### src/rtl/serial_port_pkg.sv
package serial_port_pkg;
  // indices into the synchronized pin vector
  localparam int SY_SCLK = 0;
  localparam int SY_CSN  = 1;
  localparam int SY_RNW  = 2;
  localparam int SY_RSEL = 3;
  localparam int SY_SDI  = 4;
  localparam int SY_N    = 5;
  // reset image of the pins: select inactive, clock low
  localparam logic [SY_N-1:0] SY_IDLE = 5'b00110;

  // configuration byte layout; the host sends bit 7 first
  localparam int CFG_W       = 8;
  localparam int CFG_PWDN    = 7;
  localparam int CFG_OCAL    = 6;
  localparam int CFG_USE_OFF = 5;
  localparam int CFG_CH_SEL  = 4;
  localparam int CFG_RSVD    = 3;
  localparam int CFG_DEC_MSB = 2;
endpackage

### src/rtl/sp_sync.sv
module sp_sync #(
  parameter int W      = 5,
  parameter int STAGES = 2,
  parameter logic [W-1:0] RST_VAL = '0
) (
  input  logic         clk,
  input  logic         rst_n,
  input  logic [W-1:0] d_i,
  output logic [W-1:0] q_o
);
  logic [W-1:0] stg [STAGES];

  always_ff @(posedge clk or negedge rst_n) begin
    if (!rst_n) begin
      for (int s = 0; s < STAGES; s++) stg[s] <= RST_VAL;
    end else begin
      stg[0] <= d_i;
      for (int s = 1; s < STAGES; s++) stg[s] <= stg[s-1];
    end
  end

  assign q_o = stg[STAGES-1];
endmodule

### src/rtl/sp_rd_shift.sv
module sp_rd_shift #(
  parameter int DATA_W = 24,
  parameter int STAT_W = 16
) (
  input  logic              clk,
  input  logic              rst_n,
  input  logic              rd_act,
  input  logic              rd_act_q,
  input  logic              sclk_rise,
  input  logic              sclk_fall,
  input  logic              rsel,
  input  logic [DATA_W-1:0] conv_word,
  input  logic [STAT_W-1:0] stat_word,
  output logic              sdo,
  output logic              oe,
  output logic              rd_attempt,
  output logic              stat_done
);
  localparam int SH_W  = (DATA_W > STAT_W) ? DATA_W : STAT_W;
  localparam int CNT_W = $clog2(SH_W + 1);
  localparam logic [CNT_W-1:0] CNT_MAX  = CNT_W'(SH_W);
  localparam logic [CNT_W-1:0] STAT_END = CNT_W'(STAT_W - 1);

  logic [SH_W-1:0]  shreg;
  logic [CNT_W-1:0] cnt;
  logic             sel_data, attempted, oe_q;
  logic             rd_start, rd_end, shift_ok;
  logic [SH_W-1:0]  conv_al, stat_al;

  assign rd_start = rd_act & ~rd_act_q;
  assign rd_end   = ~rd_act & rd_act_q;
  // left-align both words in the shifter
  assign conv_al  = SH_W'(conv_word) << (SH_W - DATA_W);
  assign stat_al  = SH_W'(stat_word) << (SH_W - STAT_W);
  // status stops moving once its LSB sits at the output
  assign shift_ok = sel_data | (cnt < STAT_END);

  always_ff @(posedge clk or negedge rst_n) begin
    if (!rst_n) begin
      shreg      <= '0;
      cnt        <= '0;
      sel_data   <= 1'b0;
      attempted  <= 1'b0;
      oe_q       <= 1'b0;
      rd_attempt <= 1'b0;
      stat_done  <= 1'b0;
    end else begin
      oe_q       <= rd_act;
      rd_attempt <= 1'b0;
      stat_done  <= rd_end & ~sel_data;
      if (rd_start) begin
        shreg     <= rsel ? conv_al : stat_al;
        cnt       <= '0;
        sel_data  <= rsel;
        attempted <= 1'b0;
      end else if (rd_act) begin
        if (sclk_rise) begin
          if (shift_ok) shreg <= shreg << 1;
          if (cnt != CNT_MAX) cnt <= cnt + 1'b1;
        end
        if (sclk_fall && sel_data && !attempted) begin
          rd_attempt <= 1'b1;
          attempted  <= 1'b1;
        end
      end
    end
  end

  assign oe  = oe_q;
  assign sdo = oe_q & shreg[SH_W-1];
endmodule

### src/rtl/sp_wr_collect.sv
module sp_wr_collect #(
  parameter int CFG_W = 8,
  parameter logic [CFG_W-1:0] CFG_RST = '0
) (
  input  logic             clk,
  input  logic             rst_n,
  input  logic             wr_act,
  input  logic             wr_act_q,
  input  logic             sclk_fall,
  input  logic             sdi,
  output logic [CFG_W-1:0] cfg,
  output logic             cfg_valid
);
  localparam int PW = $clog2(CFG_W + 1);
  localparam logic [PW-1:0] POS_FULL = PW'(CFG_W);
  localparam logic [PW-1:0] POS_LAST = PW'(CFG_W - 1);

  logic [CFG_W-1:0] buf_q, buf_nxt;
  logic [PW-1:0]    pos;
  logic             wr_start, wr_end, take;

  assign wr_start = wr_act & ~wr_act_q;
  assign wr_end   = ~wr_act & wr_act_q;
  assign take     = wr_act & ~wr_start & sclk_fall & (pos != POS_FULL);

  always_comb begin
    buf_nxt = buf_q;
    for (int i = 0; i < CFG_W; i++)
      if (i == CFG_W - 1 - int'(pos)) buf_nxt[i] = sdi;
  end

  always_ff @(posedge clk or negedge rst_n) begin
    if (!rst_n) begin
      buf_q     <= CFG_RST;
      pos       <= '0;
      cfg       <= CFG_RST;
      cfg_valid <= 1'b0;
    end else begin
      cfg_valid <= 1'b0;
      if (wr_start) begin
        buf_q <= cfg;
        pos   <= '0;
      end else if (take) begin
        buf_q <= buf_nxt;
        pos   <= pos + 1'b1;
        if (pos == POS_LAST) begin
          cfg       <= buf_nxt;
          cfg_valid <= 1'b1;
        end
      end else if (wr_end && pos != POS_FULL) begin
        cfg       <= buf_q;
        cfg_valid <= 1'b1;
      end
    end
  end
endmodule

### src/rtl/serial_cfg_port.sv
module serial_cfg_port
  import serial_port_pkg::*;
#(
  parameter int DATA_W      = 24,
  parameter int STAT_W      = 16,
  parameter int SYNC_STAGES = 2,
  parameter logic [CFG_W-1:0] CFG_RST = '0
) (
  input  logic              clk,
  input  logic              rst_n,
  input  logic              sclk_i,
  input  logic              cs_n_i,
  input  logic              rnw_i,
  input  logic              rsel_i,
  input  logic              sdi_i,
  output logic              sdo_o,
  output logic              sdo_oe_o,
  input  logic [DATA_W-1:0] conv_word_i,
  input  logic [STAT_W-1:0] stat_word_i,
  output logic [CFG_W-1:0]  cfg_o,
  output logic              cfg_valid_o,
  output logic              rd_attempt_o,
  output logic              stat_rd_done_o
);
  logic [SY_N-1:0] pins, s;
  logic            sclk_p, csn_p, rnw_p;
  logic            sclk_rise, sclk_fall;
  logic            rd_act, rd_act_q, wr_act, wr_act_q;

  always_comb begin
    pins          = '0;
    pins[SY_SCLK] = sclk_i;
    pins[SY_CSN]  = cs_n_i;
    pins[SY_RNW]  = rnw_i;
    pins[SY_RSEL] = rsel_i;
    pins[SY_SDI]  = sdi_i;
  end

  sp_sync #(.W(SY_N), .STAGES(SYNC_STAGES), .RST_VAL(SY_IDLE)) u_sync (
    .clk(clk), .rst_n(rst_n), .d_i(pins), .q_o(s)
  );

  always_ff @(posedge clk or negedge rst_n) begin
    if (!rst_n) begin
      sclk_p <= SY_IDLE[SY_SCLK];
      csn_p  <= SY_IDLE[SY_CSN];
      rnw_p  <= SY_IDLE[SY_RNW];
    end else begin
      sclk_p <= s[SY_SCLK];
      csn_p  <= s[SY_CSN];
      rnw_p  <= s[SY_RNW];
    end
  end

  assign sclk_rise = s[SY_SCLK] & ~sclk_p;
  assign sclk_fall = ~s[SY_SCLK] & sclk_p;
  assign rd_act    = ~s[SY_CSN] & s[SY_RNW];
  assign wr_act    = ~s[SY_CSN] & ~s[SY_RNW];
  assign rd_act_q  = ~csn_p & rnw_p;
  assign wr_act_q  = ~csn_p & ~rnw_p;

  sp_rd_shift #(.DATA_W(DATA_W), .STAT_W(STAT_W)) u_rd (
    .clk(clk), .rst_n(rst_n), .rd_act(rd_act), .rd_act_q(rd_act_q),
    .sclk_rise(sclk_rise), .sclk_fall(sclk_fall), .rsel(s[SY_RSEL]),
    .conv_word(conv_word_i), .stat_word(stat_word_i),
    .sdo(sdo_o), .oe(sdo_oe_o), .rd_attempt(rd_attempt_o),
    .stat_done(stat_rd_done_o)
  );

  sp_wr_collect #(.CFG_W(CFG_W), .CFG_RST(CFG_RST)) u_wr (
    .clk(clk), .rst_n(rst_n), .wr_act(wr_act), .wr_act_q(wr_act_q),
    .sclk_fall(sclk_fall), .sdi(s[SY_SDI]),
    .cfg(cfg_o), .cfg_valid(cfg_valid_o)
  );
endmodule

### config.mk
export PLATFORM = sky130hd
export DESIGN_NAME = serial_cfg_port
export DESIGN_NICKNAME = d
export VERILOG_FILES = /design/src/rtl/serial_port_pkg.sv /design/src/rtl/sp_sync.sv /design/src/rtl/sp_rd_shift.sv /design/src/rtl/sp_wr_collect.sv /design/src/rtl/serial_cfg_port.sv
export SDC_FILE = /design/constraint.sdc
export NUM_CORES = 1
export LEC_CHECK = 0
export ABC_AREA = 1
export CORE_MARGIN = 1.5
export CORE_UTILIZATION = 43
export CTS_BUF_LIST = sky130_fd_sc_hd__clkbuf_8 sky130_fd_sc_hd__clkbuf_16
export CTS_CLUSTER_SIZE = 28
export DETAILED_ROUTE_END_ITERATION = 10
export PLACE_DENSITY_LB_ADDON = 0.1
export SYNTH_ARGS = -nofsm -noshare
export SYNTH_HDL_FRONTEND = slang
export SYNTH_SLANG_ARGS = --single-unit
### constraint.sdc
create_clock -name clk -period 2 [get_ports clk]
set_clock_uncertainty 0.15 [all_clocks]
set_input_delay 0.4 -clock clk [delete_from_list [all_inputs] [get_ports clk]]
set_output_delay 0.4 -clock clk [all_outputs]
set_load 0.02 [all_outputs]
==> flow_summary.ini, run 1 <==
[logic_synthesis]
synth_edf_count = 0
syn_nets = 527
yosysSeqAreaShare_pct = 48.70
yosys-top-cells-area = dfrtp_1 (44%), nand2_1 (28%), nand3_1 (6.4%)
synth_ff_type = dfrtp_1
synthDistinctLibCells = 27
syn_area_per_cell_um2 = 7.404
synth_top_cell_area_share_pct = 44.21
synth_area_um2 = 3510
synth_cells = 474
synth-async-reset-ratio_pct = 100.0
ys_seq_elements = 68
synth_top_area_cell = dfrtp_1
synth_warnings = 0

[sta]
clock.fmax_mhz = 526.8
maxSlewViolCount = 0
grt_setup_unrepaired = no
tns_ns = 0
timing.hold.ws_ns = 0.1948
final.period_utilization_pct = 94.91
worst_pin_slew_ns = 0.4830
setup_viol = 0
setup_slack_ns = 0.1018
hold_viol_final = 0
fin_crit_ns = 1.898
max_slew_margin_pct = 67.60

[placed_design]
dp.cells = 627
gp_congestion = 0.8490
portBuffers = 59
place_ws_ns = 0.06067
dpl.hpwl_mm = 5.106

[setup_path]
worstPathMaxFanout = 3
cp_top_family = buffers and inverters
crit_path_top_delay_cell = clkdlybuf4s50_1
cp_cell_sequence = clkdlybuf4s50_1
critPathRequiredTime_ns = 1.45
crit_type = flop to primary output
cp-start-kind = flop
critPathCaptureType = primary output
crit_buf_inv = 1
r2r_setup_slack_ns = 0.13
arrival_ns = 1.35
cp_slowest_stage_delay_ns = 0.63

[route]
avgViaCountPerCell = 4.832
drtAntennaViolNets = 0
drc_errors = 0
wirelength_mm = 7.669
wl_per_cell_um = 11.82
dr.pass1.iters = 4
drtIter0Drc = 162
via_count = 3136

[global_routing]
grt_max_degree = 69
antenna_found_initial = 0
gr-total-overflow = 0
grt_pass1_wl_mm = 13.08
grtUsageTotal_pct = 18.95
grt_pass1_vias = 2859

[floorplanning]
start_util_pct = 44.95
io_pins = 60
rows = 32
fp.dieW_um = 93.35
design.die.area_um2 = 8713
fp.dieH_um = 93.35
core_area_um2 = 7807

[final_layout]
final_cell_count_no_fill = 649
final_util_pct = 56.84
fillers = 747
finalNetCount = 595
area_delta_synth_final_pct = 26.45
drive_gt1_share_pct = 9.506
final_common_cell = nand2_1
final_cell_mix = nand2_1 (262), dfrtp_1 (61), clkdlybuf4s50_1 (57)
diodes = 0

[power]
ir_drop_mv = 0.4792
p_leak_uw = 0.002331
p_per_area_nw_per_um2 = 723.2

[clock_network]
cts_root_buf = clkbuf_8
numCtsBuffers = 9
clk_latency_ns = 0.34
cts_buffer_depth = 2
cts_sinks = 68
htree_levels = 3
clkTransAtPathRegs_ns = 0.07
tritoncts = yes

[worst_hold_path]
min_path_type = flop to flop

[run]
drv_cap = 0

[run_status]
outcome = complete, no violations
## report_power, final
part           internal [uW]  switching (uW)
clock                    470             499
combinational            269             315
sequential              1540             114
## layer usage
metal	GRT usage [%]	share of wire [%]	vias up
li1	-	-	1628
met1	25.52	48	1435
met2	29.65	46	64
met3	4.959	4.8	9
met4	6.187	1.4	0
met5	0	0	-
## sequential cells by signal (all words and copies together), names as in the netlist, 4 cells and up
name / cells
u_rd.cnt: 5
u_sync.stg: 5
u_sync.q_o: 5
u_wr.buf_q: 8
u_wr.pos: 4
u_rd.shreg: 24
u_wr.cfg: 8
## cells in the mapped netlist, types with 2 or more instances
cell,instances
buf_4,3
a21oi_1,2
nand2_1,262
dfstp_2,6
nand4_1,9
clkinv_1,2
a21oi_2,2
nor2_2,3
buf_2,11
inv_1,14
xor2_1,3
ha_1,6
nand3_1,45
dfrtp_1,62
o21ai_0,18
nor2_1,9
buf_6,3
nand2_2,5
## area by class of cell
class	instances	area, um^2	area share, %
flip-flops and latches	68	1710	38.54
multi-input cells	370	1623	36.57
repair buffers	76	743.2	16.75
clock buffers	10	137.6	3.101
well taps	102	127.6	2.876
inverters	17	63.81	1.438
clock inverters	6	32.53	0.7330
## repair_timing
action | CTS | global route
gates resized for setup | 0 | 3
endpoints found under the setup margin | 0 | 21
buffers inserted | 0 | 5
hold endpoints to repair | 62 | 0
hold buffers | 1 | 0
## cell families after synthesis
logic type	Yosys count	synth area share [%]
buf+inv	36	5.205
xor+xnor	3	0.7488
simple gates	337	39.50
flops	68	48.70
fa+ha+maj	6	2.139
compound gates	24	3.708
## worst paths after layout
| check | start | end | cells after the start |
|---|---|---|---|
| min in group asynchronous | rst_n | u_wr.buf_q[1]$_DFFE_PN0P_ | 3 |
| max in group asynchronous | rst_n | csn_p$_DFF_PN1_ | 3 |
| worst min-delay path | u_sync.stg[9]$_DFF_PN0_ | u_sync.q_o[4]$_DFF_PN0_ | 0 |
| worst max-delay path | u_wr.cfg[7]$_DFFE_PN0P_ | cfg_o[7] | 1 |
| worst min register to register | u_sync.stg[9]$_DFF_PN0_ | u_sync.q_o[4]$_DFF_PN0_ | 0 |
| worst max register to register | u_wr.pos[0]$_DFFE_PN0P_ | u_wr.buf_q[5]$_DFFE_PN0P_ | 10 |
## through the flow
stage / power (uW) / area [um^2]
4_1_cts: 3259 / 4392
6_report: 3209 / 4438
5_1_grt: 3427 / 4438
3_5_place_dp: 2265 / 4212
2_1_floorplan: 2022 / 3510
3_3_place_gp: 2240 / 4212
Note: power is estimated with default switching activity, not from simulation.
==> run 2: changes to the inputs <==
- ABC_AREA: 1 -> 0
- PLACE_DENSITY: unset -> 0.74
- PLACE_DENSITY_LB_ADDON: 0.1 -> unset
==> run 2 against run 1 <==
  * Via count is 21% lower
  * Critical path depth stayed put
  * Sequential power is 13% higher
  * Design area is 2.3% lower
  * Sequential share of layout area is 0.89 points higher
  * Synthesized area is 4.2% lower
  * Non-clock buffer count is 2 lower
  * Setup slack better by 0.014 ns
  * Power is 24% higher
  * Fmax is 0.74% higher
  * Critical endpoint is now cfg_o[0]
  * Largest power group unchanged
==> flow_summary.ini, run 2 <==
[placed_design]
place_ws_ns = 0.09501
dp.cells = 460
gp_congestion = 0.7962
place_area_um2 = 4114
dpl.hpwl_mm = 4.771
portBuffers = 59

[global_routing]
grt_pass1_wl_mm = 11.69
grtUsageTotal_pct = 17.58
grt_max_degree = 69
antenna_found_initial = 0
gr-total-overflow = 0
grt_pass1_vias = 2554

[logic_synthesis]
synthTopCellsByCount = dfrtp_1 (62), o21ai_0 (41), mux2i_1 (31)
yosys-top-cells-area = dfrtp_1 (46%), mux2i_1 (9.2%), mux2_4 (6.3%)
synth_top_area_cell = dfrtp_1
synth_edf_count = 0
synthDistinctLibCells = 42
yosysSeqAreaShare_pct = 50.82
ys_seq_elements = 68
synth_warnings = 0
synth_top_cell_area_share_pct = 46.13
synth_ff_type = dfrtp_1
synth-async-reset-ratio_pct = 100.0
yosysMostFrequentCell = dfrtp_1
synth_area_um2 = 3363
synth_cells = 304
syn_area_per_cell_um2 = 11.06
syn_nets = 357

[final_layout]
finalInstanceArea_um2 = 4334
final_cell_mix = dfrtp_1 (62), clkdlybuf4s50_1 (57), o21ai_0 (41)
final_common_cell = dfrtp_1
drive_gt1_share_pct = 17.07
diodes = 0
finalNetCount = 423
final_cell_count_no_fill = 477
largest_register = u_rd.shreg
largest_reg_flops = 24
largest_registers = u_rd.shreg x24, u_wr.buf_q x8, u_wr.cfg x8
area_delta_synth_final_pct = 28.87

[route]
wl_per_cell_um = 14.65
drc_errors = 0
via_count = 2481
wirelength_mm = 6.988
avgViaCountPerCell = 5.201
drtAntennaViolNets = 0
dr.pass1.iters = 4
drtIter0Drc = 145

[clock_network]
cts_root_buf = clkbuf_8
numCtsBuffers = 9
tritoncts = yes
clk_latency_ns = 0.33
cts_buffer_depth = 2
htree_levels = 3
cts_sinks = 68
clkTransAtPathRegs_ns = 0.08

[sta]
final.period_utilization_pct = 94.22
tns_ns = 0
setup_viol = 0
maxSlewViolCount = 0
max_slew_margin_pct = 65.94
setup_slack_ns = 0.1156
grt_setup_unrepaired = no
worst_pin_slew_ns = 0.5108
clock.fmax_mhz = 530.7
hold_viol_final = 0
fin_crit_ns = 1.884

[worst_hold_path]
hold_start = u_sync.stg[8]$_DFF_PN0_
min_path_type = flop to flop

[setup_path]
cp-start-kind = flop
cp_top_family = buffers and inverters
crit_path_top_delay_cell = clkdlybuf4s50_1
critPathRequiredTime_ns = 1.45
r2r-start = u_sync.q_o[1]$_DFF_PN1_
critPathCaptureType = primary output
r2r_setup_slack_ns = 0.17
crit_type = flop to primary output
cp_slowest_stage_delay_ns = 0.62
startpoint = u_wr.cfg[0]$_DFFE_PN0P_
worstPathMaxFanout = 3
arrival_ns = 1.33
crit_buf_inv = 1
cp_cell_sequence = clkdlybuf4s50_1

[run_status]
outcome = complete, no violations

[power]
p_per_area_nw_per_um2 = 920.4
ir_drop_mv = 0.6972
p_leak_uw = 0.001943

[run]
drv_cap = 0

[floorplanning]
core_area_um2 = 7647
fp.dieH_um = 91.44
design.die.area_um2 = 8361
rows = 32
start_util_pct = 43.98
io_pins = 60
fp.dieW_um = 91.44
run 2: changes by cell type in the layout (fill, tap and decap cells not counted), moves of 7 or more:
cell,before,now
mux2_4,0,14
o31ai_1,0,8
nand3_1,45,5
a21oi_1,2,16
nor2_1,9,20
nand2_1,262,13
o21ai_0,18,41
nor3_1,1,8
mux2i_1,0,31
run 2: cells by family (layout without fill, tap and decap cells):
group,after synthesis,count (layout),share of synthesized area [%]
buffers and inverters,30,101,4.799
XOR/XNOR,7,7,1.823
flip-flops,68,68,50.82
multiplexers,48,48,16.48
AND/OR/NAND/NOR,76,76,12.46
adder cells (fa/ha/maj),6,6,2.232
AO/OA/AOI/OAI,69,69,11.38
run 2: path summary, 6_finish.rpt:
check	end	cells after the start
max in group asynchronous	u_sync.stg[7]$_DFF_PN1_	3
max	cfg_o[0]	1
min in group asynchronous	u_rd.shreg[13]$_DFFE_PN0P_	3
min	u_sync.q_o[3]$_DFF_PN0_	0
min reg2reg	u_sync.q_o[3]$_DFF_PN0_	0
max reg2reg	u_rd.shreg[18]$_DFFE_PN0P_	6
run 2: what timing repair did:
item / CTS / global route
resized for setup: 0 / 3
endpoints found under the setup margin: 0 / 13
endpoints found under the hold margin: 62 / 0
hold buffers: 1 / 0
buffers inserted: 0 / 0
run 2: area by class of cell:
| cell class | count | area, um^2 |
|---|---|---|
| Fill cell | 625 | 3313 |
| Sequential cell | 68 | 1709 |
| Multi-Input combinational cell | 206 | 1495 |
| Timing Repair Buffer | 74 | 757.0 |
| Clock buffer | 10 | 137.6 |
| Tap cell | 102 | 127.6 |
| Clock inverter | 6 | 63.81 |
| Inverter | 11 | 43.79 |
run 2: stage by stage:
| step | total power, uW | util (%) | hold slack, ns |
|---|---|---|---|
| floorplan | 2496 | - | -0.04559 |
| global placement | 2819 | 53.80 | 0.1865 |
| detailed placement | 2876 | 53.80 | 0.1856 |
| CTS | 4030 | 56.56 | 0.1956 |
| global route | 4214 | 56.68 | 0.2016 |
| finish | 3989 | 56.68 | 0.1920 |
run 2: per-layer routing:
layer	global-route usage, %	part of all wire, %	vias up
li1	-	-	1202
met1	22.49	45	1221
met2	29.60	50	52
met3	3.853	4.2	6
met4	5.469	0.66	0
met5	0	0	-
run 2: report_power, final:
part           switching [uW]  leakage [uW]  internal [uW]
Sequential                185      0.000842           1700
Clock                     524     0.0000983            607
Combinational             419       0.00100            556
==> run 3: changes to the inputs <==
- CORE_UTILIZATION: 43 -> 46
- PLACE_DENSITY: 0.74 -> 0.78
==> run 3 against run 2 <==
  * Combinational power barely moved
  * Global-route usage rose by 1.1 points
  * Via count about the same
  * Clock power decreased by 7%
  * Sequential share of layout area increased by 0.62 points
  * Power decreased by 2.4%
  * Final cell count decreased by 1.9%
  * Critical path depth is the same
  * Setup slack got worse by 0.0026 ns
  * Sequential power about the same
  * Design area is 1.6% lower
  * Routed wire length decreased by 3.0%
==> flow_summary.ini, run 3 (same netlist as run 2, synthesis figures left out) <==
[sta]
timing.hold.ws_ns = 0.1977
clock.fmax_mhz = 529.9
setup_viol = 0
grt_setup_unrepaired = no
max_slew_margin_pct = 65.36
maxSlewViolCount = 0
worst_pin_slew_ns = 0.5197
tns_ns = 0
fin_crit_ns = 1.887
hold_viol_final = 0
final.period_utilization_pct = 94.35

[power]
netSwitchingFraction_pct = 29.73
switchingPower_uw = 1158
intPower_uw = 2737
p_leak_uw = 0.001899
p_seq_share_pct = 48.2
combinationalPowerShare_pct = 25.0
power.share.clock_pct = 26.9
p_per_area_nw_per_um2 = 912.7
ir_drop_mv = 0.5728

[global_routing]
use_met1_pct = 24.18
grt_pass1_wl_mm = 11.10
antenna_found_initial = 0
met2_usage_pct = 29.01
grt_pass1_vias = 2439
grtUsageTotal_pct = 18.67
grt_max_degree = 69
busiest_layer = met2
grt_use_met3_pct = 4.291
gr-total-overflow = 0

[placed_design]
place_area_um2 = 4071
portBuffers = 59
gp_congestion = 0.8764
dpl.hpwl_mm = 4.654

[setup_path]
critPathRequiredTime_ns = 1.45
reg2reg_to = u_rd.shreg[18]$_DFFE_PN0P_
cp_slowest_stage_delay_ns = 0.61
arrival_ns = 1.34
critPathCaptureType = primary output
reg2reg_depth = 5
startpoint = u_wr.cfg[7]$_DFFE_PN0P_
crit_buf_inv = 1
r2r_setup_slack_ns = 0.16
crit_type = flop to primary output
crit_cells = 1
cp_top_family = buffers and inverters
r2r-start = u_sync.q_o[2]$_DFF_PN1_
crit_path_top_delay_cell = clkdlybuf4s50_1
critPathCapture = cfg_o[7]
cp_cell_sequence = clkdlybuf4s50_1
cp-start-kind = flop
worstPathMaxFanout = 3

[clock_network]
cts_root_buf = clkbuf_8
tritoncts = yes
postCtsSetupRepairBufs = 0
cts_sinks = 68
cts_buffer_depth = 2
clkTransAtPathRegs_ns = 0.08
htree_levels = 3
numCtsBuffers = 9
clk_latency_ns = 0.34

[final_layout]
multiInputGateArea_um2 = 1495
area_delta_synth_final_pct = 26.86
final_common_cell = dfrtp_1
fillers = 554
drive_gt1_share_pct = 16.40
largest_reg_flops = 24
final_cell_mix = dfrtp_1 (62), clkdlybuf4s50_1 (57), o21ai_0 (41)
finalInstanceArea_um2 = 4267
diodes = 0
ff_latch_area_um2 = 1709
largest_register = u_rd.shreg
largest_registers = u_rd.shreg x24, u_wr.buf_q x8, u_wr.cfg x8
finalNetCount = 420

[route]
dr.pass1.iters = 4
drtAntennaViolNets = 0
drc_errors = 0
avgViaCountPerCell = 5.299
wl_per_cell_um = 14.48
wirelength_mm = 6.776
via_count = 2480
drtIter0Drc = 128

[floorplanning]
design.die.area_um2 = 7833
io_pins = 60
rows = 30
core_area_um2 = 6944
fp.dieW_um = 88.51
start_util_pct = 48.43
fp.dieH_um = 88.51

[worst_hold_path]
hold_depth = 0
hold_start = u_sync.stg[9]$_DFF_PN0_
min_path_type = flop to flop

[run]
drv_cap = 0

[run_status]
outcome = complete, no violations
run 3: cell types whose count changed in the layout (fill, tap and decap cells not counted), sizes merged:
| cell | previous run | this run |
|---|---|---|
| buf | 15 | 12 |
| bufinv | 1 | 0 |
| clkinv | 3 | 2 |
| dlygate4sd2 | 0 | 1 |
| dlymetal6s2s | 1 | 0 |
| inv | 11 | 13 |
run 3: worst min-delay path by stage:
| stage | end |
|---|---|
| finish | u_sync.q_o[4]$_DFF_PN0_ |
| global route | u_sync.q_o[1]$_DFF_PN1_ |
| CTS | u_sync.q_o[4]$_DFF_PN0_ |
| detailed placement | u_sync.q_o[4]$_DFF_PN0_ |
| global placement | u_sync.q_o[0]$_DFF_PN0_ |
| floorplan | sclk_p$_DFF_PN0_ |
run 3: layout make-up:
cell class / instances / area share [%]
clock buffer: 10 / 3.226
inverter: 11 / 1.026
sequential: 68 / 40.06
clock inverter: 6 / 1.085
tap: 96 / 2.815
multi-input combinational: 206 / 35.04
timing repair buffer: 71 / 16.74
run 3: routing by layer:
layer | share of wire [%] | routed length (um)
met5 | 0 | 0
met4 | 2.5 | 167
met3 | 4.9 | 332
met2 | 47 | 3155
met1 | 46 | 3121
run 3: power groups by stage:
stage / Combinational, uW / Clock, uW / Sequential (uW)
finish: 973 / 1050 / 1880
global route: 1070 / 1140 / 1910
CTS: 977 / 1070 / 1870
detailed placement: 972 / 0 / 1890
global placement: 933 / 0 / 1880
floorplan: 602 / 0 / 1890
run 3: timing repair:
item                       CTS  global route
setup endpoints to repair    1             1
gates resized for setup      1             1
hold buffers                 1             0
hold endpoints to repair    62             0
run 3: metrics by stage:
stage,util (%),worst slack (ns),power [uW],cells
after floorplan,-,0.2403,2496,304
after global placement,58.63,0.2006,2812,451
after detailed placement,58.63,0.1476,2864,451
after CTS,61.41,0.09044,3918,468
after global routing,61.44,0.05438,4116,468
final,61.44,0.1130,3894,468
